**config.mk**
```make
export PLATFORM = sky130hd
export DESIGN_NAME = tim_capture_chan
export DESIGN_NICKNAME = d
export VERILOG_FILES = /design/src/rtl/cap_pkg.sv /design/src/rtl/cap_filter.sv /design/src/rtl/cap_edge.sv /design/src/rtl/cap_prescaler.sv /design/src/rtl/tim_capture_chan.sv
export SDC_FILE = /design/constraint.sdc
export NUM_CORES = 1
export LEC_CHECK = 0
export BUFFER_PORTS_ARGS = -buffer_cell sky130_fd_sc_hd__buf_2
export CORE_UTILIZATION = 53
export DETAILED_ROUTE_END_ITERATION = 6
export PLACE_DENSITY = 0.8
export SYNTH_ARGS = -nofsm -noshare
export SYNTH_HDL_FRONTEND = slang
export SYNTH_HIERARCHICAL = 1
export SYNTH_SLANG_ARGS = --single-unit
```
**constraint.sdc**
```tcl
create_clock -name clk_i -period 3.3 [get_ports clk_i]
set_clock_uncertainty 0.2 [all_clocks]
set_input_delay 0 -clock clk_i [delete_from_list [all_inputs] [get_ports clk_i]]
set_output_delay 0 -clock clk_i [all_outputs]
set_load 0.02 [all_outputs]
```
**src/rtl/cap_pkg.sv**
```systemverilog
package cap_pkg;
  typedef enum logic [1:0] {
    SRC_OFF = 2'b00,
    SRC_OWN = 2'b01,
    SRC_NBR = 2'b10,
    SRC_TRG = 2'b11
  } cap_src_e;
endpackage

```
**src/rtl/cap_filter.sv**
```systemverilog
module cap_filter #(
  parameter int FLT_W = 4
) (
  input  logic             clk_i,
  input  logic             rst_ni,
  input  logic             smp_en_i,
  input  logic             pin_i,
  input  logic [FLT_W-1:0] cfg_i,
  output logic             filt_o
);
  logic [1:0]       sync_q;
  logic             filt_q;
  logic [FLT_W-1:0] rem_q;
  logic             bypass;

  assign bypass = (cfg_i == '0);

  always_ff @(posedge clk_i or negedge rst_ni) begin
    if (!rst_ni) begin
      sync_q <= '0;
      filt_q <= 1'b0;
      rem_q  <= '1;
    end else begin
      sync_q <= {sync_q[0], pin_i};
      if (bypass) begin
        filt_q <= sync_q[1];
        rem_q  <= cfg_i;
      end else if (smp_en_i) begin
        // remaining samples before the new level is accepted
        if (sync_q[1] == filt_q) begin
          rem_q <= cfg_i;
        end else if (rem_q <= FLT_W'(1)) begin
          filt_q <= sync_q[1];
          rem_q  <= cfg_i;
        end else begin
          rem_q <= rem_q - 1'b1;
        end
      end
    end
  end

  assign filt_o = bypass ? sync_q[1] : filt_q;
endmodule

```
**src/rtl/cap_edge.sv**
```systemverilog
module cap_edge (
  input  logic clk_i,
  input  logic rst_ni,
  input  logic filt_i,
  input  logic pol_fall_i,
  input  logic pol_both_i,
  output logic edge_o
);
  logic prev_q;
  logic rise, fall;

  always_ff @(posedge clk_i or negedge rst_ni) begin
    if (!rst_ni) prev_q <= 1'b0;
    else         prev_q <= filt_i;
  end

  assign rise = filt_i & ~prev_q;
  assign fall = ~filt_i & prev_q;

  always_comb begin
    if (pol_both_i)      edge_o = rise | fall;
    else if (pol_fall_i) edge_o = fall;
    else                 edge_o = rise;
  end
endmodule

```
**src/rtl/cap_prescaler.sv**
```systemverilog
module cap_prescaler #(
  parameter int PSC_W = 2
) (
  input  logic             clk_i,
  input  logic             rst_ni,
  input  logic             active_i,
  input  logic             evt_i,
  input  logic [PSC_W-1:0] psc_i,
  output logic             fire_o
);
  localparam int MAX_LOG = (1 << PSC_W) - 1;
  localparam int CNT_W   = (MAX_LOG > 0) ? MAX_LOG : 1;

  logic [CNT_W-1:0] cnt_q;
  logic [PSC_W-1:0] psc_q;
  logic [CNT_W-1:0] last;
  logic             restart;

  assign last    = ~({CNT_W{1'b1}} << psc_i);
  assign restart = !active_i || (psc_i != psc_q);
  assign fire_o  = evt_i && !restart && (cnt_q == last);

  always_ff @(posedge clk_i or negedge rst_ni) begin
    if (!rst_ni) begin
      cnt_q <= '0;
      psc_q <= '0;
    end else begin
      psc_q <= psc_i;
      if (restart)    cnt_q <= '0;
      else if (evt_i) cnt_q <= (cnt_q == last) ? '0 : cnt_q + 1'b1;
    end
  end
endmodule

```
**src/rtl/tim_capture_chan.sv**
```systemverilog
module tim_capture_chan
  import cap_pkg::*;
#(
  parameter int CNT_W = 16,
  parameter int FLT_W = 4,
  parameter int PSC_W = 2
) (
  input  logic             clk_i,
  input  logic             rst_ni,
  input  logic             smp_en_i,
  input  logic             pin_own_i,
  input  logic             pin_nbr_i,
  input  logic             trig_i,
  input  logic [CNT_W-1:0] cnt_i,
  input  logic [FLT_W-1:0] flt_cfg_i,
  input  logic [1:0]       src_sel_i,
  input  logic [PSC_W-1:0] psc_cfg_i,
  input  logic             pol_fall_i,
  input  logic             pol_both_i,
  input  logic             cap_en_i,
  input  logic             flag_clr_i,
  output logic [CNT_W-1:0] cap_val_o,
  output logic             cap_flag_o,
  output logic             ovr_flag_o,
  output logic             edge_o
);
  localparam int NPIN = 2;

  logic [NPIN-1:0] pins, filt, edg;
  cap_src_e        src;
  logic            sel_evt, active, cap_fire;

  assign pins = {pin_nbr_i, pin_own_i};

  for (genvar g = 0; g < NPIN; g++) begin : g_pin
    cap_filter #(.FLT_W(FLT_W)) u_flt (
      .clk_i   (clk_i),
      .rst_ni  (rst_ni),
      .smp_en_i(smp_en_i),
      .pin_i   (pins[g]),
      .cfg_i   (flt_cfg_i),
      .filt_o  (filt[g])
    );
    cap_edge u_edge (
      .clk_i     (clk_i),
      .rst_ni    (rst_ni),
      .filt_i    (filt[g]),
      .pol_fall_i(pol_fall_i),
      .pol_both_i(pol_both_i),
      .edge_o    (edg[g])
    );
  end

  assign edge_o = edg[0];
  assign src    = cap_src_e'(src_sel_i);
  assign active = cap_en_i && (src != SRC_OFF);

  always_comb begin
    unique case (src)
      SRC_OWN: sel_evt = edg[0];
      SRC_NBR: sel_evt = edg[1];
      SRC_TRG: sel_evt = trig_i;
      default: sel_evt = 1'b0;
    endcase
  end

  cap_prescaler #(.PSC_W(PSC_W)) u_psc (
    .clk_i   (clk_i),
    .rst_ni  (rst_ni),
    .active_i(active),
    .evt_i   (sel_evt),
    .psc_i   (psc_cfg_i),
    .fire_o  (cap_fire)
  );

  always_ff @(posedge clk_i or negedge rst_ni) begin
    if (!rst_ni) begin
      cap_val_o  <= '0;
      cap_flag_o <= 1'b0;
      ovr_flag_o <= 1'b0;
    end else if (cap_fire) begin
      // capture takes priority over a same-cycle clear
      cap_val_o  <= cnt_i;
      cap_flag_o <= 1'b1;
      ovr_flag_o <= ovr_flag_o | cap_flag_o;
    end else if (flag_clr_i) begin
      cap_flag_o <= 1'b0;
      ovr_flag_o <= 1'b0;
    end
  end
endmodule

```
==> After elaboration in Yosys (flattened, before gate mapping) <==
Cells that the tools add are included.
{ "word_totals": {"regBits": 39, "latch_bits": 0, "output_inout_bits": 19, "wordCells": 84, "input_bits": 34, "mem_bits_ro": 0, "n_memories": 0, "ramBits": 0} }
{ "op_classes": {"n_addsub": 3, "n_div": 0, "multipliers": 0, "n_bitwise": 12, "n_reduce_logical": 15, "n_shift": 1, "eq_ne": 9, "n_mux": 29, "order_cmp": 2} }
{ "op_table": {"columns": ["operator", "n"], "rows": [
  ["two-way mux 4 bit", 8],
  ["two-way mux 1 bit", 17],
  ["nonzero test 2 bit", 6],
  ["two-way mux 3 bit", 3],
  ["less-or-equal comparator 4 x 1 -> 1 bit, second input constant", 2],
  ["subtractor 4 x 1 -> 4 bit, second input constant", 2],
  ["AND reduction 3 bit", 2],
  ["bitwise AND 1 bit", 4],
  ["equality test 2 bit, second input constant", 2],
  ["logical NOT 4 bit", 1],
  ["NOT 1 bit", 4],
  ["adder 3 x 1 -> 3 bit, second input constant", 1],
  ["equality test 3 bit", 1],
  ["logical AND 1 bit", 3],
  ["NOT 3 bit", 1],
  ["bitwise OR 1 bit", 3],
  ["one-hot mux 1 bit (3 select lines)", 1],
  ["<< shifter 3 x 2 -> 3 bit, first input constant", 1],
  ["equality test 1 bit", 2],
  ["equality test 2 x 1 -> 1 bit, second input constant", 1],
  ["logical NOT 1 bit", 2],
  ["inequality test 2 x 1 -> 1 bit, second input constant", 1],
  ["inequality test 2 bit", 1],
  ["inequality test 2 bit, second input constant", 1],
  ["logical OR 1 bit", 1]
]} }

==> Longest topological paths before layout <==
Gate-level depths: netlist of run 1.
{ "logic_depth": {"word_depth": 10, "ltp_mapped": 13, "depth_no_buf": 12} }

==> Hierarchy <==
The synthesis of run 1 kept the hierarchy.
{ "by_module_without_submodules": {"columns": ["module", "area_each_um2", "seq_area_each_um2", "cells_per_inst", "instances"], "rows": [
  ["cap_filter", 436.7, 180.2, 43, 2],
  ["tim_capture_chan", 749.5, 450.4, 45, 1],
  ["cap_prescaler", 312.8, 125.1, 34, 1],
  ["cap_edge", 77.6, 25.0, 7, 2]
]} }

==> Worst setup path before layout of run 1 <==
Ideal clock, no wire load.
{ "synth_timing": {"path_type": "in2reg", "from": "in flt_cfg_i[0]", "to": "reg cap_val_o[0]", "arrival_time_ns": 2.574, "setup_slack_ns": 0.401, "cell_stages": 11, "cell_sequence": "nor4_4 mux2_1 inv_1 ha_1 mux2i_1 nand2_1 mux2i_1 and3_1 buf_6 buf_12 mux2_4"} }
{ "synth_via": {"elab_chain_len": 9, "elab_cells_between_ends": 18, "cone_classes": "mux (7); bitwise (8); reduce/logical (3)"} }
{ "synth_rtl": {"columns": ["element", "line", "source"], "rows": [
  ["start: declaration", "tim_capture_chan.sv:15", "input logic [FLT_W-1:0] flt_cfg_i,"],
  ["logical NOT 4 bit (*)", "cap_filter.sv:16", "assign bypass = (cfg_i == '0);"],
  ["two-way mux 1 bit (*)", "cap_filter.sv:42", "assign filt_o = bypass ? sync_q[1] : filt_q;"],
  ["via filt[0]", "tim_capture_chan.sv:29", "logic [NPIN-1:0] pins, filt, edg;"],
  ["NOT 1 bit", "cap_edge.sv:18", "assign fall = ~filt_i & prev_q;"],
  ["bitwise AND 1 bit", "cap_edge.sv:18", null],
  ["two-way mux 1 bit / bitwise OR 1 bit (equally long branches)", "cap_edge.sv:22, cap_edge.sv:21", null],
  ["two-way mux 1 bit (*)", "cap_edge.sv:21", "if (pol_both_i) edge_o = rise | fall;"],
  ["via edge_o", "tim_capture_chan.sv:25", "output logic edge_o"],
  ["one-hot mux 1 bit (3 select lines) (*)", "tim_capture_chan.sv:59", "unique case (src)"],
  ["via sel_evt", "tim_capture_chan.sv:31", "logic sel_evt, active, cap_fire;"],
  ["logical AND 1 bit (*) (2 in a row)", "cap_prescaler.sv:21", "assign fire_o = evt_i && !restart && (cnt_q == last);"],
  ["via cap_fire", "tim_capture_chan.sv:31", null],
  ["end signal: assignment", "tim_capture_chan.sv:83", "cap_val_o <= cnt_i;"],
  ["end: declaration", "tim_capture_chan.sv:22", "output logic [CNT_W-1:0] cap_val_o,"]
]} }
The timed path passes the listed nets; every way through them passes the cells marked *.
A chain may end at the register's enable or synchronous reset.

==> Worst setup path after layout of run 1 <==
{ "layout_timing": {"from": "in flt_cfg_i[0]", "to": "reg cap_val_o[8]"} }
{ "layout_via": {"elab_chain_len": 9, "elab_cells_between_ends": 18, "cone_classes": "mux (7); bitwise (8); reduce/logical (3)"} }
{ "layout_rtl": {"columns": ["element", "line"], "rows": [
  ["logical NOT 4 bit (*)", "cap_filter.sv:16"],
  ["two-way mux 1 bit (*)", "cap_filter.sv:42"],
  ["via filt[0]", "tim_capture_chan.sv:29"],
  ["NOT 1 bit", "cap_edge.sv:18"],
  ["bitwise AND 1 bit", "cap_edge.sv:18"],
  ["two-way mux 1 bit / bitwise OR 1 bit (equally long branches)", "cap_edge.sv:22, cap_edge.sv:21"],
  ["two-way mux 1 bit (*)", "cap_edge.sv:21"],
  ["one-hot mux 1 bit (3 select lines) (*)", "tim_capture_chan.sv:59"],
  ["via sel_evt", "tim_capture_chan.sv:31"],
  ["logical AND 1 bit (*) (2 in a row)", "cap_prescaler.sv:21"],
  ["via cap_fire", "tim_capture_chan.sv:31"]
]} }
Marks and branches as above.

==> results.yml, run 1 <==
detailed_routing:
  vias_per_cell: 5.43
  postRouteAntennaNets: 0
  wl_mm: 4.61
  num_vias: 1704
  drt-wirelength-per-cell_um: 14.7
  remaining_drc_errors: 0
  dr.first_iter.drc_count: 103
  drt_pass1_iterations: 4
logic_synthesis:
  netlist_area_mm2: 0.00209
  netlist_instances: 179
  yosysWarnings: 6
  ys_async_sr_fraction: 1.00
  synth_nets: 222
  ys_ff_latch: 39
  synth_edf_count: 0
  synth_seq_area_share: 0.472
  ys_types: 40
  synth_flop_cell: "dfrtp_1"
  avgSynthCellArea_um2: 11.7
cells_and_area:
  final_nets: 308
  utilization: 0.755
  area_growth_pct: 34.1
  final_design_area_no_fill_mm2: 0.00280
  layout-drive-gt1-share: 0.365
  antennaDiodeCount: 0
global_route:
  grt_pass1_vias: 1697
  grt_usage: 0.243
  antenna_found_initial: 0
  grt_max_degree: 40
  grt-ovfl-total: 0
  grt_pass1_wl_mm: 7.73
clocking:
  cts_buffer_depth: 2
  clkTransAtPathRegs_ps: 80
  cts_buffers: 5
  postCtsSetupBuffers: 0
  root_buffer: "clkbuf_8"
  htreeDepth: 2
  clock_latency_ps: 280
  cts_tree: "built"
  clock-sinks: 39
sta:
  max-slew-margin-rel: 0.438
  drv_slew: 0
  grt_setup_unrepaired: "no"
  setup_violations: 0
  hold_slack_ps: 23.5
  post-route-min-period_ps: 3110
  worst_slew_pin_slew_ps: 843
  tns_ps: 0
  finalCritPeriodShare: 0.944
  hold_violations: 0
  fmax_mhz: 321
power:
  power_mw: 2.01
  p_leak_nw: 1.35
  vdd_drop_max_mv: 0.450
  power_density_mw_per_mm2: 716
min_path:
  holdCritPathClass: "input port to flop"
  hp-start: "src_sel_i[0]"
  hold_path_end: "u_psc/cnt_q[0]"
  whs_path_depth: 4
worst_setup_path:
  cp.arrival_ps: 3090
  critPathLaunchType: "input port"
  crit_path_max_fanout: 18
  reg2reg_depth: 9
  r2r-start: "g_pin[1].u_flt/sync_q[1]"
  worstPathRequired_ps: 3270
  ff2ff_setup_slack_ps: 600
  rr_endpoint: "cap_val_o[8]"
  path_class: "input port to flop"
  endpoint_kind: "flop"
placed_design:
  gp_congestion: 0.822
  dp_hpwl_mm: 2.96
  dpl_cell_area_mm2: 0.00237
  port_buffers: 52
run:
  cap_viol_max_count: 0
die:
  core_mm2: 0.00372
  dieArea_mm2: 0.00420
  die_x_um: 64.8
  initial_core_util: 0.563
  fp-row-count: 22
  die_y_um: 64.8
  pin_count: 53
status:
  status: "finished, final reports clean"
-- worst max-delay path: stages --
cell and delay, ps:
dlygate4sd3_1 560, buf_2 190, nor4_4 300, mux2_1 380, inv_1 70, ha_1 220, mux2i_1 170, nand2_1 90
mux2i_2 260, and3_1 240, buf_6 230, mux2_2 370
-- placed cells by master, fill, tap and decap left out, drive strengths merged, types with 2 or more instances in the layout --
| cell | synthesis | final |
|---|---|---|
| a211oi | 2 | 2 |
| a21oi | 13 | 13 |
| a31oi | 4 | 4 |
| and3 | 2 | 2 |
| buf | 5 | 55 |
| clkbuf | 1 | 6 |
| dfrtp | 31 | 31 |
| dfstp | 8 | 8 |
| dlygate4sd3 | 0 | 30 |
| ha | 9 | 9 |
| inv | 12 | 13 |
| mux2 | 20 | 20 |
| mux2i | 7 | 7 |
| nand2 | 8 | 8 |
| nand2b | 4 | 4 |
| nand3 | 3 | 3 |
| nor2 | 5 | 5 |
| nor2b | 6 | 6 |
| nor3 | 3 | 3 |
| nor4 | 5 | 5 |
| o21ai | 10 | 10 |
| o221ai | 2 | 2 |
| o31a | 4 | 4 |
| o31ai | 2 | 2 |
| or3 | 2 | 2 |
| xnor2 | 2 | 2 |
| xor2 | 3 | 3 |
-- per-stage QoR --
stage,setup slack [ps],std cells
global placement,515,276
CTS,139,314
floorplan,401,179
detailed placement,374,276
finish,185,314
global route,65.2,314
-- power breakdown --
part	switching (mW)	internal, mW	total [mW]	leakage, nW
registers	0.134	0.660	0.794	0.485
clock network	0.173	0.249	0.422	0.0618
logic	0.412	0.380	0.791	0.801
total	0.718	1.29	2.01	1.35
-- what timing repair did --
item,CTS,global route
hold endpoints to repair,64,0
gates resized for setup,0,2
setup endpoints to repair,0,13
hold buffers,30,0
-- cells by family (layout without fill, tap and decap cells) --
family | after synthesis | in the layout | synth area share
xor gates and xnor gates | 5 | 5 | 0.0209
muxes | 27 | 27 | 0.159
buffers and inverters | 18 | 105 | 0.0497
AOI/OAI and AO/OA | 42 | 42 | 0.132
DFF | 39 | 39 | 0.472
and+or+nand+nor | 39 | 39 | 0.113
adders and majority gates | 9 | 9 | 0.0539
-- sequential cells by signal, summed over array words and instances (netlist names) --
name,flops
cap_flag_o,1
g_pin.u_flt/sync_q,4
cap_val_o,16
g_pin.u_flt/filt_q,2
ovr_flag_o,1
g_pin.u_edge/prev_q,2
g_pin.u_flt/rem_q,8
u_psc/psc_q,2
u_psc/cnt_q,3
-- routing by layer --
metal  GRT usage  vias up  wire (um)
met4      0.0583        0         38
met1       0.309      822       2010
met5           0        -          0
li1            -      814          -
met3      0.0651        6        290
met2       0.408       62       2270
-- worst max path at each step --
stage,cells past startpoint,start,end,slack (ps)
3_5_place_dp,11,flt_cfg_i[0],cap_val_o[8],370
2_1_floorplan,11,flt_cfg_i[0],cap_val_o[0],400
5_1_grt,12,flt_cfg_i[0],cap_val_o[8],70
6_report,12,flt_cfg_i[0],cap_val_o[8],190
4_1_cts,12,flt_cfg_i[0],cap_val_o[8],140
3_3_place_gp,11,flt_cfg_i[0],cap_val_o[13],510
-- layout make-up --
type	instances	area, um2
multi-input cells	122	1000
inverters	12	45.0
fillers	245	912
clock buffers	6	82.6
well taps	48	60.1
clock inverters	2	38.8
flip-flops and latches	39	986
repair buffers	85	587
-- synthesized netlist by cell type (5+ instances only) --
master	number	area [um2]
a21oi_1	11	55.1
nor2b_1	6	37.5
o21ai_0	8	40.0
ha_1	9	113
mux2i_1	7	70.1
dfstp_2	8	210
nand2_1	8	30.0
dfrtp_1	31	776
mux2_4	10	150
mux2_2	8	90.1
inv_1	12	45.0
nor2_1	5	18.8
(Power assumes the default switching activity.)
==> run 2, diff against run 1 <==
- CORE_UTILIZATION: 53 -> 48
- GPL_TIMING_DRIVEN: default -> 0
- PLACE_DENSITY: 0.8 -> 0.76
- clock period: 3.3 -> 2.5 ns (I/O delays scaled with it)
==> results.yml, run 2 (synthesized netlist as in run 1, its figures left out) <==
status:
  status: "finished, final reports clean"
sta:
  post-route-min-period_ps: 2480
  max-slew-margin-rel: 0.416
  drv_slew: 0
  grt_setup_unrepaired: "yes"
  worst_slew_pin_slew_ps: 875
  finalCritPeriodShare: 0.991
  fmax_mhz: 404
  hold_slack_ps: 10.3
  setup_violations: 0
  hold_violations: 0
die:
  core_mm2: 0.00409
  pin_count: 53
  dieArea_mm2: 0.00462
  die_y_um: 68
  die_x_um: 68
  initial_core_util: 0.512
  fp-row-count: 23
worst_setup_path:
  max_stage_delay_ps: 410
  critPathLaunchType: "flop"
  crit_family: "multiplexers"
  slowest_stage: "dfrtp_1"
  cp_cell_sequence: "mux2_4, inv_2, ha_4, mux2i_4, mux2i_4, nand2_1, mux2i_2, and3_1, buf_6, buf_12, mux2_4"
  crit_path_max_fanout: 6
  path_class: "flop to flop"
  endpoint_kind: "flop"
  worstPathRequired_ps: 2470
  cp.arrival_ps: 2450
  path_buf_inv: 3
clocking:
  clock_latency_ps: 290
  cts_buffer_depth: 2
  htreeDepth: 2
  clkTransAtPathRegs_ps: 70
  root_buffer: "clkbuf_8"
  clock-sinks: 39
  cts_buffers: 5
  cts_tree: "built"
power:
  clkPwrFrac: 0.154
  p_seq_frac: 0.377
  power_density_mw_per_mm2: 918
  power.internal_mw: 1.77
  combPwrFrac: 0.469
  switching_share: 0.367
  vdd_drop_max_mv: 0.497
  power_switching_mw: 1.02
  p_leak_nw: 1.43
placed_design:
  port_buffers: 52
  dp_hpwl_mm: 2.80
  gp_congestion: 0.808
  dpl.cell_count: 281
detailed_routing:
  wl_mm: 4.96
  drt_pass1_iterations: 6
  postRouteAntennaNets: 0
  num_vias: 1747
  drt-wirelength-per-cell_um: 15.0
  remaining_drc_errors: 0
  vias_per_cell: 5.28
  dr.first_iter.drc_count: 59
global_route:
  antenna_found_initial: 0
  grt-ovfl-total: 0
  grt_max_degree: 40
  grt_pass1_wl_mm: 7.62
  grt_usage: 0.227
  grt_pass1_vias: 1709
cells_and_area:
  layout-drive-gt1-share: 0.420
  layout_common_cells: "buf_2, dlygate4sd3_1, dfrtp_1"
  top_register: "cap_val_o"
  final_cells: 331
  final_common_cell: "buf_2"
  antennaDiodeCount: 0
  area_growth_pct: 45.5
  largest_reg_flops: 16
  final_nets: 324
  largest_registers: "cap_val_o (16), g_pin.u_flt/rem_q (8), g_pin.u_flt/sync_q (4)"
  utilization: 0.745
min_path:
  holdCritPathClass: "input port to flop"
run:
  cap_viol_max_count: 0
## run 2: cell types whose count changed in the layout (fill, tap and decap cells not counted), moves of 4 or more
cell,change
mux2_4,+8
buf_4,+6
dlygate4sd3_1,+6
mux2_2,-6
ha_1,-4
## run 2: power groups by stage
stage          combinational (mW)  clock, mW  sequential [mW]
4_1_cts                      1.21      0.441             1.03
6_report                     1.31      0.431             1.05
3_5_place_dp                 1.06          0             1.04
2_1_floorplan               0.695          0             1.12
3_3_place_gp                 1.04          0             1.04
5_1_grt                      1.43      0.470             1.08
## run 2: per-layer routing
layer,part of all wire,track usage,vias to the layer above
met1,0.43,0.274,831
li1,-,-,846
met3,0.070,0.0750,8
met5,0,0,-
met4,0.014,0.0885,0
met2,0.49,0.374,62
## run 2: timing repair
action / 4_1_cts / 5_1_grt
endpoints found under the setup margin: 19 / 17
cloned: 0 / 1
resized for setup: 1 / 16
setup buffers: 6 / 0
pin swaps: 2 / 2
endpoints found under the hold margin: 64 / 0
hold buffers: 36 / 0
## run 2: layout make-up
cell class	instances	area, um2
Tap cell	50	62.6
Fill cell	253	1040
Clock inverter	1	5.00
Buffer	6	58.8
Inverter	12	47.5
Clock buffer	6	82.6
Sequential cell	39	986
Timing Repair Buffer	95	703
Multi-Input combinational cell	122	1100
## run 2: worst paths after layout
path,startpoint,endpoint,slack (ps),cells after the start
max reg2reg,g_pin[0].u_flt/filt_q,cap_val_o[11],20,11
min in group asynchronous,rst_ni,g_pin[0].u_flt/filt_q,170,2
max in group asynchronous,rst_ni,u_psc/cnt_q[0],1390,2
min,flt_cfg_i[2],g_pin[0].u_edge/prev_q,10,3
max,g_pin[0].u_flt/filt_q,cap_val_o[11],20,11
min reg2reg,g_pin[1].u_flt/sync_q[0],g_pin[1].u_flt/sync_q[1],150,0
## run 2: worst min-delay path, delay by kind of cell
family / cells / cell delay [ps]
buf+inv: 1 / 160
simple gates: 1 / 80
mux: 1 / 220
## run 2: metrics by stage
| step | setup WS [ps] | area (um2) | setup TNS (ps) | total power [mW] |
|---|---|---|---|---|
| finish | 22.2 | 3040 | 0 | 2.79 |
| global route | -63.8 | 3040 | -807 | 2.97 |
| CTS | 17.2 | 2960 | 0 | 2.68 |
| detailed placement | -541 | 2450 | -8840 | 2.11 |
| global placement | -518 | 2450 | -8350 | 2.08 |
| floorplan | -109 | 2130 | -966 | 1.82 |
==> run 3, diff against run 2 <==
- ABC_AREA: default -> 1
- RECOVER_POWER: default -> 100
==> results.yml, run 3 <==
clocking:
  clock_latency_ps: 290
  root_buffer: "clkbuf_8"
  cts_tree: "built"
  htreeDepth: 2
  clock-sinks: 39
  clkTransAtPathRegs_ps: 80
  cts_buffer_depth: 2
  cts_buffers: 5
worst_setup_path:
  max_stage_delay_ps: 390
  r2r-start: "g_pin[0].u_flt/sync_q[1]"
  worstPathRequired_ps: 2530
  cp_cell_sequence: "inv_2, o21ai_2, inv_1, ha_1, or2_0, nand2_2, nand3_2, nand3_2, clkinv_4, nor3_4, inv_1, nor2_2, buf_6, clkbuf_16, nand2_1, nand2_1"
  critPathLaunchType: "flop"
  path_buf_inv: 6
  cp.arrival_ps: 2570
  endpoint_kind: "flop"
  slowest_stage: "dfrtp_1"
  crit_family: "simple AND/OR/NAND/NOR gates"
  crit_path_max_fanout: 5
  path_class: "flop to flop"
  worst_setup_path_startpoint: "g_pin[0].u_flt/sync_q[1]"
logic_synthesis:
  avgSynthCellArea_um2: 7.61
  ys_types: 25
  synthTopCellsByArea: "dfrtp_1, nand2_1, dfstp_2"
  synth_top_area_cell: "dfrtp_1"
  yosysWarnings: 6
  netlist_area_mm2: 0.00220
  netlist_instances: 289
  ys_async_sr_fraction: 1.00
  synthTopCellsByCount: "nand2_1, inv_1, nand3_1"
  ys_ff_latch: 39
  synth_flop_cell: "dfrtp_1"
  synthMostInstantiatedCell: "nand2_1"
  synth_edf_count: 0
  synth_nets: 332
  synth_top_area_frac: 0.353
  synth_seq_area_share: 0.448
cells_and_area:
  utilization: 0.716
  top_register: "cap_val_o"
  largest_registers: "cap_val_o (16), g_pin.u_flt/rem_q (8), g_pin.u_flt/sync_q (4)"
  antennaDiodeCount: 0
  fill_cells: 335
  area_growth_pct: 42.8
  final_common_cell: "nand2_1"
  final_design_area_no_fill_mm2: 0.00314
  layout_common_cells: "nand2_1, inv_1, dlygate4sd3_1"
  largest_reg_flops: 16
  final_cells: 451
  layout-drive-gt1-share: 0.266
  final_nets: 441
run:
  cap_viol_max_count: 0
detailed_routing:
  postRouteAntennaNets: 0
  num_vias: 2148
  dr.first_iter.drc_count: 113
  drt-wirelength-per-cell_um: 11.5
  remaining_drc_errors: 0
  vias_per_cell: 4.76
  drt_pass1_iterations: 4
  wl_mm: 5.17
placed_design:
  port_buffers: 52
  dpl_cell_area_mm2: 0.00255
  gp_congestion: 0.815
  dpl.cell_count: 393
  dp_hpwl_mm: 2.95
status:
  violations: "negative setup slack"
  status: "finished with violations"
power:
  power_density_mw_per_mm2: 724
  p_leak_nw: 1.73
  power_mw: 2.28
  vdd_drop_max_mv: 0.505
sta:
  grt_setup_unrepaired: "yes"
  hold_violations: 0
  finalCritPeriodShare: 1.01
  max-slew-margin-rel: 0.438
  tns_ps: -224
  drv_slew: 0
  fmax_mhz: 395
  fin_ws_ps: -33.0
  worst_slew_pin_slew_ps: 843
  post-route-min-period_ps: 2530
  setup_violations: 14
die:
  dieArea_mm2: 0.00486
  pin_count: 53
  initial_core_util: 0.502
  core_mm2: 0.00438
  die_y_um: 69.7
  fp-row-count: 24
  die_x_um: 69.7
global_route:
  grt_pass1_vias: 2098
  grt_usage: 0.234
  grt_max_degree: 40
  grt-ovfl-total: 0
  grt_pass1_wl_mm: 8.96
  antenna_found_initial: 0
min_path:
  holdCritPathClass: "input port to flop"
  hp-start: "flt_cfg_i[3]"
## run 3: routing by layer
| layer | track usage | wire length, um | vias up |
|---|---|---|---|
| li1 | - | - | 1094 |
| met1 | 0.273 | 2120 | 986 |
| met2 | 0.422 | 2730 | 59 |
| met3 | 0.0436 | 227 | 9 |
| met4 | 0.0956 | 88 | 0 |
| met5 | 0 | 0 | - |
## run 3: through the flow
stage	worst slack, ps	hold slack (ps)
CTS	-43.4	9.44
floorplan	10.7	-496
finish	-33.0	14.6
global placement	-185	-89.6
detailed placement	-242	-90.6
global route	-205	50.2
## run 3: layout make-up
type                            count  area (um2)  area share
Clock buffer                        6        72.6      0.0231
Multi-Input combinational cell    190        1010       0.321
Inverter                           57         226      0.0721
Timing Repair Buffer              103         734       0.234
Clock inverter                      2        12.5     0.00398
Sequential cell                    39         986       0.314
Buffer                              2        36.3      0.0116
Tap cell                           52        65.1      0.0207
## run 3: worst paths after layout
check,slack [ps],cells after the start,endpoint
max,-30,16,cap_val_o[0]
min,10,6,g_pin[0].u_flt/filt_q
max reg2reg,-30,16,cap_val_o[0]
min reg2reg,150,0,g_pin[1].u_flt/sync_q[1]
max in group asynchronous,1420,2,u_psc/psc_q[0]
min in group asynchronous,150,2,cap_val_o[4]
## run 3: tightest hold or removal path: cells and delay by family
| family | cells | cell delay (ps) |
|---|---|---|
| AND/OR/NAND/NOR | 3 | 270 |
| AO/OA/AOI/OAI | 1 | 60 |
| buffers and inverters | 2 | 130 |
## run 3: what timing repair did
action                                  4_1_cts  5_1_grt
gates cloned                                  1        0
hold buffers                                 41        0
resized for setup                             6        9
endpoints found under the hold margin        63        0
endpoints found under the setup margin       18       18
pin swaps                                    11        3
setup buffers                                 7        2
## run 3: power by group
part	switching [mW]	internal [mW]	total, mW
clock	0.228	0.195	0.423
combinational	0.533	0.426	0.959
sequential	0.0992	0.794	0.893
total	0.860	1.41	2.28
## run 3: cell families after synthesis
group | share of synthesized area
DFF | 0.448
adders and majority gates | 0.0512
AOI/OAI and AO/OA | 0.0216
and+or+nand+nor | 0.344
buffers and inverters | 0.119
xor gates and xnor gates | 0.0159
